## src/rtl/wake_cal_pkg.sv

```systemverilog
package wake_cal_pkg;
  localparam int OFF_W = 8;
  localparam int CODE_W = 3;

  typedef enum logic [1:0] {
    ST_RUN   = 2'd0,
    ST_SLEEP = 2'd1,
    ST_CAL   = 2'd2,
    ST_DONE  = 2'd3
  } pwr_state_e;

  // strobes from control to datapath
  typedef struct packed {
    logic winClr;
    logic winStep;
    logic commit;
  } win_strobe_t;

  // status from datapath to control
  typedef struct packed {
    logic tick;
    logic quietLong;
    logic calLast;
    logic calPend;
    logic ovrPend;
  } win_status_t;
endpackage

```

## src/rtl/wake_cal_tick.sv

```systemverilog
module wake_cal_tick #(
  parameter int TICK_DIV = 1024
) (
  input  logic clk,
  input  logic rstN,
  output logic tick
);
  generate
    if (TICK_DIV <= 1) begin : g_every
      assign tick = 1'b1;
    end else begin : g_div
      localparam int DW = $clog2(TICK_DIV);
      logic [DW-1:0] divCnt;
      always_ff @(posedge clk or negedge rstN) begin
        if (!rstN) divCnt <= '0;
        else if (divCnt == DW'(TICK_DIV - 1)) divCnt <= '0;
        else divCnt <= divCnt + DW'(1);
      end
      assign tick = (divCnt == DW'(TICK_DIV - 1));
    end
  endgenerate
endmodule

```

## src/rtl/wake_cal_fsm.sv

```systemverilog
module wake_cal_fsm
  import wake_cal_pkg::*;
(
  input  logic        clk,
  input  logic        rstN,
  input  logic        lineIn,
  input  logic        sigAbove,
  input  win_status_t stat,
  output win_strobe_t strb,
  output logic        countEn
);
  pwr_state_e stateQ, stateD;
  logic quietNow;

  assign quietNow = !lineIn && !sigAbove;

  always_comb begin
    stateD = stateQ;
    strb   = '0;
    unique case (stateQ)
      ST_RUN: begin
        strb.winClr = 1'b1;
        if (stat.calPend && (stat.ovrPend ? !sigAbove : (quietNow && stat.quietLong)))
          stateD = ST_CAL;
        else if (!stat.calPend && quietNow && stat.quietLong)
          stateD = ST_SLEEP;
      end
      ST_SLEEP: begin
        strb.winClr = 1'b1;
        if (lineIn) stateD = ST_RUN;
      end
      ST_CAL: begin
        if (sigAbove || (!stat.ovrPend && lineIn)) begin
          strb.winClr = 1'b1;
          stateD      = ST_RUN;
        end else if (stat.tick) begin
          if (stat.calLast) begin
            strb.commit = 1'b1;
            stateD      = ST_DONE;
          end else begin
            strb.winStep = 1'b1;
          end
        end
      end
      ST_DONE: begin
        strb.winClr = 1'b1;
        if (lineIn) stateD = ST_RUN;
      end
      default: stateD = ST_RUN;
    endcase
  end

  always_ff @(posedge clk or negedge rstN) begin
    if (!rstN) stateQ <= ST_RUN;
    else stateQ <= stateD;
  end

  assign countEn = (stateQ == ST_RUN);

  // sleep is only ever entered from a quiet line with no calibration pending
  a_r2_sleep_entry: assert property (@(posedge clk) disable iff (!rstN)
    (stateQ == ST_SLEEP && $past(stateQ) == ST_RUN) |-> $past(!lineIn && !sigAbove && !stat.calPend))
    else $error("sleep entered without quiet line");

  // sleep persists while the line stays low
  a_r3_sleep_hold: assert property (@(posedge clk) disable iff (!rstN)
    (stateQ == ST_SLEEP && !lineIn) |=> stateQ == ST_SLEEP)
    else $error("sleep left with line low");

  // signal above threshold aborts the window
  a_r7_abort_above: assert property (@(posedge clk) disable iff (!rstN)
    (stateQ == ST_CAL && sigAbove) |=> stateQ == ST_RUN)
    else $error("window not aborted");

  // post-calibration low power holds while line low
  a_r8_done_hold: assert property (@(posedge clk) disable iff (!rstN)
    (stateQ == ST_DONE && !lineIn) |=> stateQ == ST_DONE)
    else $error("low power left with line low");
endmodule

```

## src/rtl/wake_cal_dp.sv

```systemverilog
module wake_cal_dp
  import wake_cal_pkg::*;
#(
  parameter int SLEEP_TICKS = 10,
  parameter int CAL_TICKS   = 3600
) (
  input  logic              clk,
  input  logic              rstN,
  input  logic              lineIn,
  input  logic              sigAbove,
  input  logic              offDir,
  input  logic              tick,
  input  win_strobe_t       strb,
  input  logic              modeWr,
  input  logic              modeCalIn,
  input  logic              modeOvrIn,
  input  logic [CODE_W-1:0] modeCodeIn,
  output win_status_t       stat,
  output logic              wakeLow,
  output logic [OFF_W-1:0]  offsetOut,
  output logic              calPending,
  output logic              ovrPending,
  output logic [CODE_W-1:0] threshCode
);
  localparam int LW = $clog2(SLEEP_TICKS + 1);
  localparam int CW = (CAL_TICKS > 2) ? $clog2(CAL_TICKS) : 1;
  localparam logic signed [OFF_W-1:0] OFF_MAX = {1'b0, {(OFF_W-1){1'b1}}};
  localparam logic signed [OFF_W-1:0] OFF_MIN = {1'b1, {(OFF_W-1){1'b0}}};
  localparam logic [CODE_W-1:0] CODE_RST = {CODE_W{1'b1}};

  logic [LW-1:0] lowCnt;
  logic [CW-1:0] calCnt;
  logic signed [OFF_W-1:0] accQ, accStep, offQ;
  logic calQ, ovrQ, wakeQ;
  logic [CODE_W-1:0] codeQ;
  logic quietNow;

  assign quietNow = !lineIn && !sigAbove;

  // quiet-time counter, saturating at the sleep limit
  always_ff @(posedge clk or negedge rstN) begin
    if (!rstN) lowCnt <= '0;
    else if (!quietNow) lowCnt <= '0;
    else if (tick && lowCnt != LW'(SLEEP_TICKS)) lowCnt <= lowCnt + LW'(1);
  end

  // saturating up/down step
  always_comb begin
    if (offDir) accStep = (accQ == OFF_MAX) ? accQ : accQ + OFF_W'(1);
    else        accStep = (accQ == OFF_MIN) ? accQ : accQ - OFF_W'(1);
  end

  // window counter and accumulator
  always_ff @(posedge clk or negedge rstN) begin
    if (!rstN) begin
      calCnt <= '0;
      accQ   <= '0;
    end else if (strb.winClr || strb.commit) begin
      calCnt <= '0;
      accQ   <= '0;
    end else if (strb.winStep) begin
      calCnt <= calCnt + CW'(1);
      accQ   <= accStep;
    end
  end

  always_ff @(posedge clk or negedge rstN) begin
    if (!rstN) offQ <= '0;
    else if (strb.commit) offQ <= accStep;
  end

  // mode register
  always_ff @(posedge clk or negedge rstN) begin
    if (!rstN) begin
      calQ  <= 1'b0;
      ovrQ  <= 1'b0;
      codeQ <= CODE_RST;
    end else begin
      if (modeWr) begin
        calQ <= modeCalIn;
        ovrQ <= modeOvrIn;
        if (modeCodeIn != '0) codeQ <= modeCodeIn;
      end
      if (strb.commit) begin
        calQ <= 1'b0;
        ovrQ <= 1'b0;
      end
    end
  end

  always_ff @(posedge clk or negedge rstN) begin
    if (!rstN) wakeQ <= 1'b0;
    else wakeQ <= lineIn && sigAbove;
  end

  assign stat.tick      = tick;
  assign stat.quietLong = (lowCnt == LW'(SLEEP_TICKS));
  assign stat.calLast   = (calCnt == CW'(CAL_TICKS - 1));
  assign stat.calPend   = calQ;
  assign stat.ovrPend   = ovrQ;

  assign wakeLow    = wakeQ;
  assign offsetOut  = offQ;
  assign calPending = calQ;
  assign ovrPending = ovrQ;
  assign threshCode = codeQ;

  // wake pulled low only after line high and signal above
  a_r1_wake_cause: assert property (@(posedge clk) disable iff (!rstN)
    wakeQ |-> $past(lineIn && sigAbove))
    else $error("wake without cause");

  // threshold code never becomes zero
  a_r4_code_valid: assert property (@(posedge clk) disable iff (!rstN)
    codeQ != '0)
    else $error("threshold code zero");

  // offset register only moves on completion
  a_r6_off_hold: assert property (@(posedge clk) disable iff (!rstN)
    !strb.commit |=> $stable(offQ))
    else $error("offset changed outside completion");

  // accumulator saturates at the top
  a_r6_sat_high: assert property (@(posedge clk) disable iff (!rstN)
    (strb.winStep && accQ == OFF_MAX && offDir) |=> accQ == OFF_MAX)
    else $error("accumulator wrapped");

  // calibration request survives everything but completion or a write
  a_r7_cal_sticky: assert property (@(posedge clk) disable iff (!rstN)
    (calQ && !strb.commit && !modeWr) |=> calQ)
    else $error("calibration request lost");

  // completion clears both request bits
  a_r9_commit_clears: assert property (@(posedge clk) disable iff (!rstN)
    strb.commit |=> (!calQ && !ovrQ))
    else $error("request bits not cleared");
endmodule

```

## src/rtl/wake_cal_ctrl.sv

```systemverilog
module wake_cal_ctrl
  import wake_cal_pkg::*;
#(
  parameter int TICK_DIV    = 1024,
  parameter int SLEEP_TICKS = 10,
  parameter int CAL_TICKS   = 3600
) (
  input  logic       clk,
  input  logic       rstN,
  input  logic       lineIn,
  input  logic       sigAbove,
  input  logic       offDir,
  input  logic       modeWr,
  input  logic       modeCalIn,
  input  logic       modeOvrIn,
  input  logic [2:0] modeCodeIn,
  output logic       wakeLow,
  output logic       countEn,
  output logic [7:0] offsetOut,
  output logic       calPending,
  output logic       ovrPending,
  output logic [2:0] threshCode
);
  logic        tick;
  win_strobe_t strb;
  win_status_t stat;

  wake_cal_tick #(.TICK_DIV(TICK_DIV)) u_tick (
    .clk(clk), .rstN(rstN), .tick(tick)
  );

  wake_cal_fsm u_fsm (
    .clk(clk), .rstN(rstN), .lineIn(lineIn), .sigAbove(sigAbove),
    .stat(stat), .strb(strb), .countEn(countEn)
  );

  wake_cal_dp #(.SLEEP_TICKS(SLEEP_TICKS), .CAL_TICKS(CAL_TICKS)) u_dp (
    .clk(clk), .rstN(rstN), .lineIn(lineIn), .sigAbove(sigAbove),
    .offDir(offDir), .tick(tick), .strb(strb), .modeWr(modeWr),
    .modeCalIn(modeCalIn), .modeOvrIn(modeOvrIn), .modeCodeIn(modeCodeIn),
    .stat(stat), .wakeLow(wakeLow), .offsetOut(offsetOut),
    .calPending(calPending), .ovrPending(ovrPending), .threshCode(threshCode)
  );
endmodule

```

## config.mk

```make
export PLATFORM = sky130hd
export DESIGN_NAME = wake_cal_ctrl
export DESIGN_NICKNAME = d
export VERILOG_FILES = /design/src/rtl/wake_cal_pkg.sv /design/src/rtl/wake_cal_tick.sv /design/src/rtl/wake_cal_fsm.sv /design/src/rtl/wake_cal_dp.sv /design/src/rtl/wake_cal_ctrl.sv
export SDC_FILE = /design/constraint.sdc
export NUM_CORES = 1
export LEC_CHECK = 0
export ABC_AREA = 0
export BUFFER_PORTS_ARGS = -buffer_cell sky130_fd_sc_hd__buf_2
export CAP_MARGIN = 0
export CORE_ASPECT_RATIO = 1.4
export CORE_MARGIN = 8
export CORE_UTILIZATION = 41
export DETAILED_ROUTE_END_ITERATION = 10
export PLACE_DENSITY = 0.71
export SLEW_MARGIN = 10
export SYNTH_ARGS = -nofsm -noshare
export SYNTH_HDL_FRONTEND = slang
export SYNTH_HIERARCHICAL = 1
export SYNTH_SLANG_ARGS = --single-unit
export TNS_END_PERCENT = 5
```

## constraint.sdc

```tcl
create_clock -name clk -period 2.32 [get_ports clk]
set_clock_uncertainty 0.05 [all_clocks]
set_input_delay 0.232 -clock clk [delete_from_list [all_inputs] [get_ports clk]]
set_output_delay 0.232 -clock clk [all_outputs]
set_load 0.02 [all_outputs]
```

==> results of run 1 <==
[area by class of cell]
type                    instances  area, um2
fillers                       618       3360
multi-input cells             233       1670
flip-flops and latches         50       1260
repair buffers                 62        418
well taps                      95        119
clock buffers                   5       68.8
clock inverters                 3       43.8
inverters                      11       41.3
[layout by cell type, fill, tap and decap left out, drive strengths merged, types with 2 or more instances in the layout]
master  synthesis  layout
o211ai          6       6
nor2           29      29
o21a            5       5
nor2b           6       6
a21oi          13      13
ha              7       7
mux2            3       3
a31oi           6       6
nor4            7       7
nand3          15      15
or2             2       2
nand2          16      16
and2            3       3
xnor2           8       8
dfrtp          47      47
nand4           7       7
dfstp           3       3
mux2i           5       5
a211oi          4       4
or3             6       6
buf             8      61
a22oi           3       3
nor3           11      11
o21ai          18      18
o31ai           2       2
clkbuf         11       5
a22o            3       3
xor2           13      13
o32ai           2       2
and3            4       4
nand2b          6       6
and4            3       3
inv            11      12
[power by group]
group | leakage (nW) | internal (W) | switching (W)
clock | 0.0585 | 0.000324 | 0.000304
sequential | 0.658 | 0.000902 | 0.0000176
combinational | 0.873 | 0.000125 | 0.000172
[worst max-delay path, stage by stage, from the launching register on]
cell and delay (ns):
dfrtp_1 0.37, ha_2 0.18, nand2_1 0.05, or4_4 0.42, nor4_4 0.18, buf_4 0.17
nor2_2 0.04, buf_4 0.15, inv_2 0.08, nor4_1 0.05, a222oi_1 0.28, a21oi_1 0.12
[registers in the layout, summed over array words and instances (netlist names)]
signal	flops
u_dp/lowCnt	4
u_tick/g_div.divCnt	10
u_dp/threshCode	3
u_dp/wakeLow	1
u_dp/calCnt	12
u_dp/calPending	1
u_dp/ovrPending	1
u_dp/offsetOut	8
u_dp/accQ	8
u_fsm/stateQ	2
[routing by layer]
metal | routed length [um] | up-vias | part of all wire (%)
met5 | 0 | - | 0
met4 | 137 | 0 | 2.0
met3 | 165 | 12 | 2.4
met2 | 3630 | 43 | 52
met1 | 2990 | 1230 | 43
li1 | - | 1232 | -
[timing repair]
action | 4_1_cts | 5_1_grt
endpoints found under the hold margin | 16 | 0
hold buffers | 1 | 0
endpoints found under the setup margin | 28 | 15
pin swaps | 3 | 12
buffers inserted | 1 | 8
resized for setup | 12 | 9
[cells by family after synthesis]
logic type / after synthesis / synth area share [%]
AO/OA/AOI/OAI: 74 / 17.0
AND/OR/NAND/NOR: 123 / 24.0
XOR/XNOR: 21 / 6.20
adder cells (fa/ha/maj): 7 / 2.95
flip-flops: 50 / 42.3
multiplexers: 8 / 2.83
buffers and inverters: 30 / 4.73
[path summary, 6_finish.rpt]
kind | startpoint | end | slack (ns) | depth (start not counted)
setup / recovery | u_dp/calCnt[0] | u_dp/accQ[3] | 0.07 | 11
hold / removal | modeCalIn | u_dp/calPending | 0.11 | 3
setup reg to reg | u_dp/calCnt[0] | u_dp/accQ[3] | 0.07 | 11
hold reg to reg | u_dp/offsetOut[2] | u_dp/offsetOut[2] | 0.48 | 2
max in group asynchronous | rstN | u_dp/threshCode[1] | 1.23 | 3
min in group asynchronous | rstN | u_dp/offsetOut[5] | 0.33 | 2
[stage by stage]
| stage | power, W | hold WS [ns] |
|---|---|---|
| final | 0.00184 | 0.114 |
| after global routing | 0.00192 | 0.118 |
| after CTS | 0.00187 | 0.116 |
| after detailed placement | 0.00123 | 0.149 |
| after global placement | 0.00123 | 0.142 |
| after floorplan | 0.00112 | -0.114 |
==> run metrics, run 1 <==
status finished clean; Detailed Routing Iterations Pass 1 4; Die X 87.9 um; synth top area cells dfrtp_1 (40%), xor2_1 (3.8%), nor2_1 (3.7%); fraction of layout cells with a size suffix above 1 28.6%; DRT iter0 DRCs 176; Rel. slew slack about two thirds; standard-cell rows 36; post-route setup slack 0.0668 ns; Routed wire per std cell around 15 um; via count approximately 2.5k; endpoints failing hold 0; clock buffer depth 2; CTS sink cnt 50; Tmin final 2.25 ns; CP Max Fanout 7; Synth area leader dfrtp_1; met3 usage 1.41%; placed cell count about 440; Top FF cell, synth dfrtp_1; clock latency on the worst-skew pair ~0.31 ns; post-synthesis cell area 0.00297 mm2; clk root buf clkbuf_8; Seq cells post-synth 50; Critical Path End Type flop; met1 usage between 10% and 20%; RSZ-0062 raised after global routing yes; Post-synth EDFFs 0; met2 Resource Use GR 25.0%; Top Ports 26; max-slew violation count 0; dpl ws -0.206 ns; syn_nets 331; area delta synth->final 22.1%; Final Wtd Congestion roughly 0.84; Crit path arrival time about 2.4 ns; starting density of the core 42.5%; worst hold path type input pin to flop; drt total wl between 6000 and 7000 um; Worst Tran Pin Value 0.489 ns; top post-synthesis cells by count dfrtp_1 (47), nor2_1 (29), o21ai_0 (17), nand2_1 (16), nand3_1 (14); busiest grt layer met2; top cell type's share of synthesized area 39.7%; kind of critical path flop to flop; GRT Total Usage between 10% and 20%; first-pass GRT wire length 11600 um; grt total ovfl 0; core area roughly 0.007 mm2; Pwr per Cell Area 509 mW/mm2; initial antenna violation count 0; crit start category flop; placement-stage cell area 0.00335 mm2; Vias/cell approximately 5.5; Critical Path RT approximately 2.5 ns; post-route cell area 0.00362 mm2; setup_tns 0 ns; YS warnings 6; H-Tree Depth 2; Port-buffer cells 25; Worst-path clk slew approximately 0.10 ns; die area a little over 0.01 mm2; FMAX roughly 440 MHz; CTS tree done; Post-Layout Cell Count 459; CTS buffer count 5; Max-Cap Viols 0; number of global-route vias before repair between 2k and 3k; # DRC 0; Seq/Total Area, Yosys between 40% and 50%; Post-Syn Instances ~310; final worst-path cycle share between 90% and 100%; count leader, synth dfrtp_1; VDD IR max 0.312 mV; Final setup viols 0; Antenna Nets Post-Route 0; nets@finish about 380; Lkg Pwr 1.59 nW; Synth cell types 65; Final Util about half; maximum number of pins on one net before global-route repair 22; post-DP HPWL 4940 um; ys async rst share 100%; Mapped Avg Cell Area ~9.5 um2; die height between 100 and 150 um; antenna diode count 0
No activity file was read; power rests on OpenSTA's default activity.
==> run 2, diff against run 1 <==
Settings changed: CORE_ASPECT_RATIO 1.4 to 0.9.
==> run metrics, run 2 (synthesized netlist as in run 1, its figures left out) <==
initial antenna violation count 0 (unchanged); via count 2456 (was 2517); post-CTS setup-driven buffer insertion count 0 (was 1); standard-cell rows 29 (was 36); die area 0.0102 mm2 (about the same); worst-path cell chain ha_2 -> nand2_2 -> or4_4 -> nor4_4 -> buf_4 -> nor2_2 -> buf_4 -> inv_2 -> nor4_1 -> a222oi_1 -> a21oi_1 (was ha_2 -> nand2_1 -> or4_4 -> nor4_4 -> buf_4 -> nor2_2 -> buf_4 -> inv_2 -> nor4_1 -> a222oi_1 -> a21oi_1); Routed wire per std cell 14.4 um (was 15.1 um); Vias/cell 5.48 (about the same); DRT iter0 DRCs 117 (was 176); largest registers u_dp/calCnt: 12 flops, u_tick/g_div.divCnt: 10 flops (unchanged); nets@finish 372 (was 381); crit start category flop (unchanged); clock buffer depth 2 (unchanged); Pwr per Cell Area 527 mW/mm2 (was 509 mW/mm2); worst hold slack 0.119 ns (was 0.114 ns); Worst Tran Pin Value 0.583 ns (was 0.489 ns); final worst-path cycle share 101% (was 97.1%); post-DP HPWL 4720 um (was 4940 um); Critical Path End Type flop (unchanged); CP Max Fanout 13 (was 7); FMAX 429 MHz (was 444 MHz); hold wc startpoint modeCalIn (unchanged); status finished with violations (was finished clean); Antenna Nets Post-Route 0 (unchanged); H-Tree Depth 2 (unchanged); # DRC 0 (unchanged); endpoints failing hold 0 (unchanged); kind of critical path flop to flop (unchanged); launch point of the worst path u_dp/calCnt[0] (unchanged); Critical Path RT 2.44 ns (was 2.46 ns); grt total ovfl 0 (unchanged); core area 0.00704 mm2 (was 0.00698 mm2); die height 96.7 um (was 117 um); Final setup viols 1 (was 0); CTS tree done (unchanged); Port-buffer cells 25 (unchanged); Max-Cap Viols 0 (unchanged); most common cell after layout, fill and taps aside dfrtp_1 (unchanged); fraction of layout cells with a size suffix above 1 25.4% (was 28.6%); drt total wl 6440 um (was 6930 um); antenna diode count 0 (unchanged); CTS buffer count 5 (unchanged); largest reg by FF count u_dp/calCnt (unchanged); worst hold path type input pin to flop (unchanged); Crit path arrival time 2.45 ns (was 2.39 ns); max reg flops 12 (unchanged); starting density of the core 42.1% (was 42.5%); first-pass GRT wire length 11400 um (was 11600 um); maximum number of pins on one net before global-route repair 27 (was 22); area delta synth->final 19.3% (was 22.1%); Rel. slew slack 61.1% (was 67.4%); Final Wtd Congestion 0.860 (was 0.842); failing checks negative setup slack; clock latency on the worst-skew pair 0.30 ns (was 0.31 ns); most frequent cells in the layout dfrtp_1 (47), nor2_1 (27), buf_2 (25), buf_4 (25), o21ai_0 (16) (was dfrtp_1 (45), buf_4 (35), nor2_1 (27)); Worst-path clk slew 0.09 ns (was 0.10 ns); clk root buf clkbuf_8 (unchanged); Top Ports 26 (unchanged); Crit-path slowest cell or4_4 (unchanged); max-slew violation count 0 (unchanged); Lkg Pwr 1.55 nW (was 1.59 nW); VDD IR max 0.376 mV (was 0.312 mV); CTS sink cnt 50 (unchanged); post-route setup slack -0.0128 ns (was 0.0668 ns); dpl ws -0.0181 ns (was -0.206 ns); Tmin final 2.33 ns (was 2.25 ns); Most common cell on crit path buf_4 (unchanged); RSZ-0062 raised after global routing yes (unchanged); Detailed Routing Iterations Pass 1 4 (unchanged); worst r2r src u_dp/calCnt[0] (unchanged); crit-path max cell delay 0.44 ns (was 0.42 ns); GRT Total Usage 13.1% (was 14.0%); Die X 106 um (was 87.9 um); number of global-route vias before repair 2436 (was 2520)
[run 2: cell count changes in the layout (fill, tap and decap cells not counted), sizes merged]
cell and delta:
buf -9, clkbuf +1, clkinv -1
[run 2: cell type report]
| class | instances | area (um2) |
|---|---|---|
| clock buffers | 6 | 82.6 |
| clock inverters | 2 | 38.8 |
| fillers | 677 | 3500 |
| inverters | 11 | 41.3 |
| multi-input cells | 233 | 1640 |
| flip-flops and latches | 50 | 1250 |
| well taps | 93 | 116 |
| repair buffers | 53 | 363 |
[run 2: critical path, delay by kind of cell (launching register included)]
kind            cells  cell delay (ns)
simple gates        5             0.76
buf+inv             3             0.43
compound gates      2             0.39
flops               1             0.36
fa+ha+maj           1             0.20
[run 2: what timing repair did]
action / CTS / global route
hold endpoints to repair: 24 / 0
hold buffers: 1 / 0
pin swaps: 0 / 5
endpoints found under the setup margin: 9 / 17
resized for setup: 4 / 10
[run 2: power breakdown]
group / switching, W / internal [W] / total, W
clock network: 0.000296 / 0.000355 / 0.000651
registers: 0.0000175 / 0.000902 / 0.000920
logic: 0.000168 / 0.000127 / 0.000295
total: 0.000482 / 0.00138 / 0.00187
[run 2: per-layer routing]
layer | share of wire, % | wire length (um) | vias up | GRT usage [%]
li1 | - | - | 1225 | -
met1 | 49 | 3140 | 1175 | 17.8
met2 | 46 | 2970 | 50 | 20.6
met3 | 4.4 | 284 | 6 | 2.85
met4 | 0.76 | 49 | 0 | 3.03
met5 | 0 | 0 | - | 0
[run 2: worst paths after layout]
kind                                          end  slack (ns)  cells after the start
setup / recovery                     u_dp/accQ[3]       -0.01                     11
hold / removal                    u_dp/calPending        0.12                      3
setup reg to reg                     u_dp/accQ[3]       -0.01                     11
hold reg to reg            u_tick/g_div.divCnt[8]        0.43                      1
max in group asynchronous      u_dp/threshCode[1]        1.21                      3
min in group asynchronous          u_dp/calCnt[7]        0.41                      2
[run 2: per-stage QoR]
step	power, W	instance area [um2]	setup TNS (ns)	utilization, %	cells
final	0.00187	3540	-0.0128	50.3	448
after global routing	0.00195	3540	-0.500	50.3	448
after CTS	0.00189	3510	-0.00133	49.8	448
after detailed placement	0.00123	3360	-0.0181	47.7	439
after global placement	0.00123	3360	0	47.7	439
after floorplan	0.00112	2990	-0.846	-	313
==> run 3, diff against run 2 <==
==> constraint.sdc (replaced) <==
create_clock -name clk -period 2.32 [get_ports clk]
set_clock_uncertainty 0.05 [all_clocks]
set_input_delay 0.348 -clock clk [delete_from_list [all_inputs] [get_ports clk]]
set_output_delay 0.348 -clock clk [all_outputs]
set_load 0.02 [all_outputs]
==> run metrics, run 3 (synthesized netlist as in run 1, its figures left out) <==
status finished clean (was finished with violations); Buf/Inv on CP 2 (was 3); Top Ports 26 (unchanged); clock buffer depth 2 (unchanged); post-DP HPWL 4650 um (was 4720 um); Rel. slew slack 58.0% (was 61.1%); area delta synth->final 16.9% (was 19.3%); Pwr per Cell Area 506 mW/mm2 (was 527 mW/mm2); starting density of the core 42.1% (unchanged); Lkg Pwr 1.52 nW (was 1.55 nW); worst r2r src u_dp/calCnt[1] (was u_dp/calCnt[0]); crit-path max cell delay 0.43 ns (was 0.44 ns); CTS buffer count 5 (unchanged); largest reg by FF count u_dp/calCnt (unchanged); worst hold path type input pin to async pin (was input pin to flop); CP Max Fanout 9 (was 13); post-CTS setup-driven buffer insertion count 0 (unchanged); most common cell after layout, fill and taps aside dfrtp_1 (unchanged); Most common cell on crit path buf_4 (unchanged); fraction of layout cells with a size suffix above 1 23.9% (was 25.4%); setup_tns 0 ns (was -0.0128 ns); Vias/cell 5.59 (was 5.48); core area 0.00704 mm2 (unchanged); Max-Cap Viols 0 (unchanged); endpoints failing hold 0 (unchanged); VDD IR max 0.419 mV (was 0.376 mV); grt total ovfl 0 (unchanged); standard-cell rows 29 (unchanged); # DRC 0 (unchanged); max reg flops 12 (unchanged); placed cell count 436 (was 439); RSZ-0062 raised after global routing yes (unchanged); Detailed Routing Iterations Pass 1 4 (unchanged); dpl ws -0.0785 ns (was -0.0181 ns); max-slew violation count 0 (unchanged); most frequent cells in the layout dfrtp_1 (47), nor2_1 (28), buf_2 (25) (was dfrtp_1 (47), nor2_1 (27), buf_2 (25), buf_4 (25), o21ai_0 (16)); crit start category flop (unchanged); Critical Path End Type flop (unchanged); Routed wire per std cell 15.0 um (was 14.4 um); Final Util 49.3% (was 50.3%); maximum number of pins on one net before global-route repair 51 (was 27); Post-Layout Cell Count 444 (was 448); Crit path arrival time 2.46 ns (was 2.45 ns); Worst-path clk slew 0.10 ns (was 0.09 ns); antenna diode count 0 (unchanged); drt total wl 6650 um (was 6440 um); H-Tree Depth 2 (unchanged); die area 0.0102 mm2 (unchanged); launch point of the worst path u_dp/calCnt[1] (was u_dp/calCnt[0]); worst-path cell chain ha_2 -> nand2_1 -> or4_4 -> nor4_4 -> buf_4 -> nor2_2 -> buf_4 -> and4_1 -> nand3_1 -> xor2_1 -> nor2_1 (was ha_2 -> nand2_2 -> or4_4 -> nor4_4 -> buf_4 -> nor2_2 -> buf_4 -> inv_2 -> nor4_1 -> a222oi_1 -> a21oi_1); largest registers u_dp/calCnt: 12 flops, u_tick/g_div.divCnt: 10 flops (unchanged); Crit-path slowest cell or4_4 (unchanged); clock latency on the worst-skew pair 0.31 ns (was 0.30 ns); Top delay family on crit path simple AND/OR/NAND/NOR gates (unchanged); initial antenna violation count 0 (unchanged); nets@finish 368 (was 372); CTS tree done (unchanged); CTS sink cnt 50 (unchanged); Port-buffer cells 25 (unchanged); FMAX 432 MHz (was 429 MHz); clk root buf clkbuf_8 (unchanged); Final Wtd Congestion 0.865 (was 0.860); first-pass GRT wire length 11500 um (was 11400 um); Worst Tran Pin Value 0.630 ns (was 0.583 ns); die height 96.7 um (unchanged); final worst-path cycle share 99.8% (was 101%); post-route setup slack 0.00541 ns (was -0.0128 ns); number of global-route vias before repair 2453 (was 2436); Antenna Nets Post-Route 0 (unchanged); kind of critical path flop to flop (unchanged); GRT Total Usage 13.2% (was 13.1%); DRT iter0 DRCs 138 (was 117); Critical Path RT 2.47 ns (was 2.44 ns); Tot Pwr 0.00175 W (was 0.00187 W); Tmin final 2.31 ns (was 2.33 ns); via count 2483 (was 2456); Die X 106 um (unchanged); Final setup viols 0 (was 1)
## run 3: path summary, 6_finish.rpt
path / endpoint / slack (ns) / cells past startpoint
worst max-delay path: u_dp/calCnt[6] / 0.005 / 11
worst min-delay path: u_dp/accQ[1] / 0.08 / 2
worst max register to register: u_dp/calCnt[6] / 0.005 / 11
worst min register to register: u_tick/g_div.divCnt[8] / 0.43 / 1
max in group asynchronous: u_tick/g_div.divCnt[8] / 1.70 / 2
min in group clk: u_dp/calPending / 0.24 / 3
## run 3: power breakdown
part           internal [W]  switching (W)
Sequential         0.000903      0.0000286
Combinational      0.000113       0.000159
Clock              0.000246       0.000304
## run 3: per-stage QoR
| stage | area (um2) | hold slack, ns |
|---|---|---|
| 6_report | 3470 | 0.0829 |
| 5_1_grt | 3470 | 0.143 |
| 4_1_cts | 3440 | 0.109 |
| 3_5_place_dp | 3320 | 0.415 |
| 3_3_place_gp | 3320 | 0.405 |
| 2_1_floorplan | 2990 | 0.00241 |
## run 3: cell type report
class                           count  area, um2
Fill cell                         676       3570
Timing Repair Buffer               49        318
Clock buffer                        6       82.6
Sequential cell                    50       1250
Tap cell                           93        116
Clock inverter                      2       17.5
Inverter                           11       41.3
Multi-Input combinational cell    233       1640
## run 3: what timing repair did
item,CTS,global route
pin swaps,1,2
setup endpoints to repair,20,18
resized for setup,4,7
hold buffers,0,0
## run 3: per-layer routing
metal  global-route usage (%)  vias up  share of wire (%)
met5                        0        -                  0
met4                     3.78        0                1.2
met3                     2.98        9                4.8
met2                     20.6       71                 46
met1                     17.7     1193                 48
li1                         -     1210                  -
## run 3: worst register-to-register path, delay by kind of cell, from the launching register on
| family | cells | cell delay (ns) |
|---|---|---|
| adders and majority gates | 1 | 0.20 |
| DFF | 1 | 0.37 |
| xor gates and xnor gates | 1 | 0.16 |
| buffers and inverters | 2 | 0.32 |
| and+or+nand+nor | 7 | 1.10 |
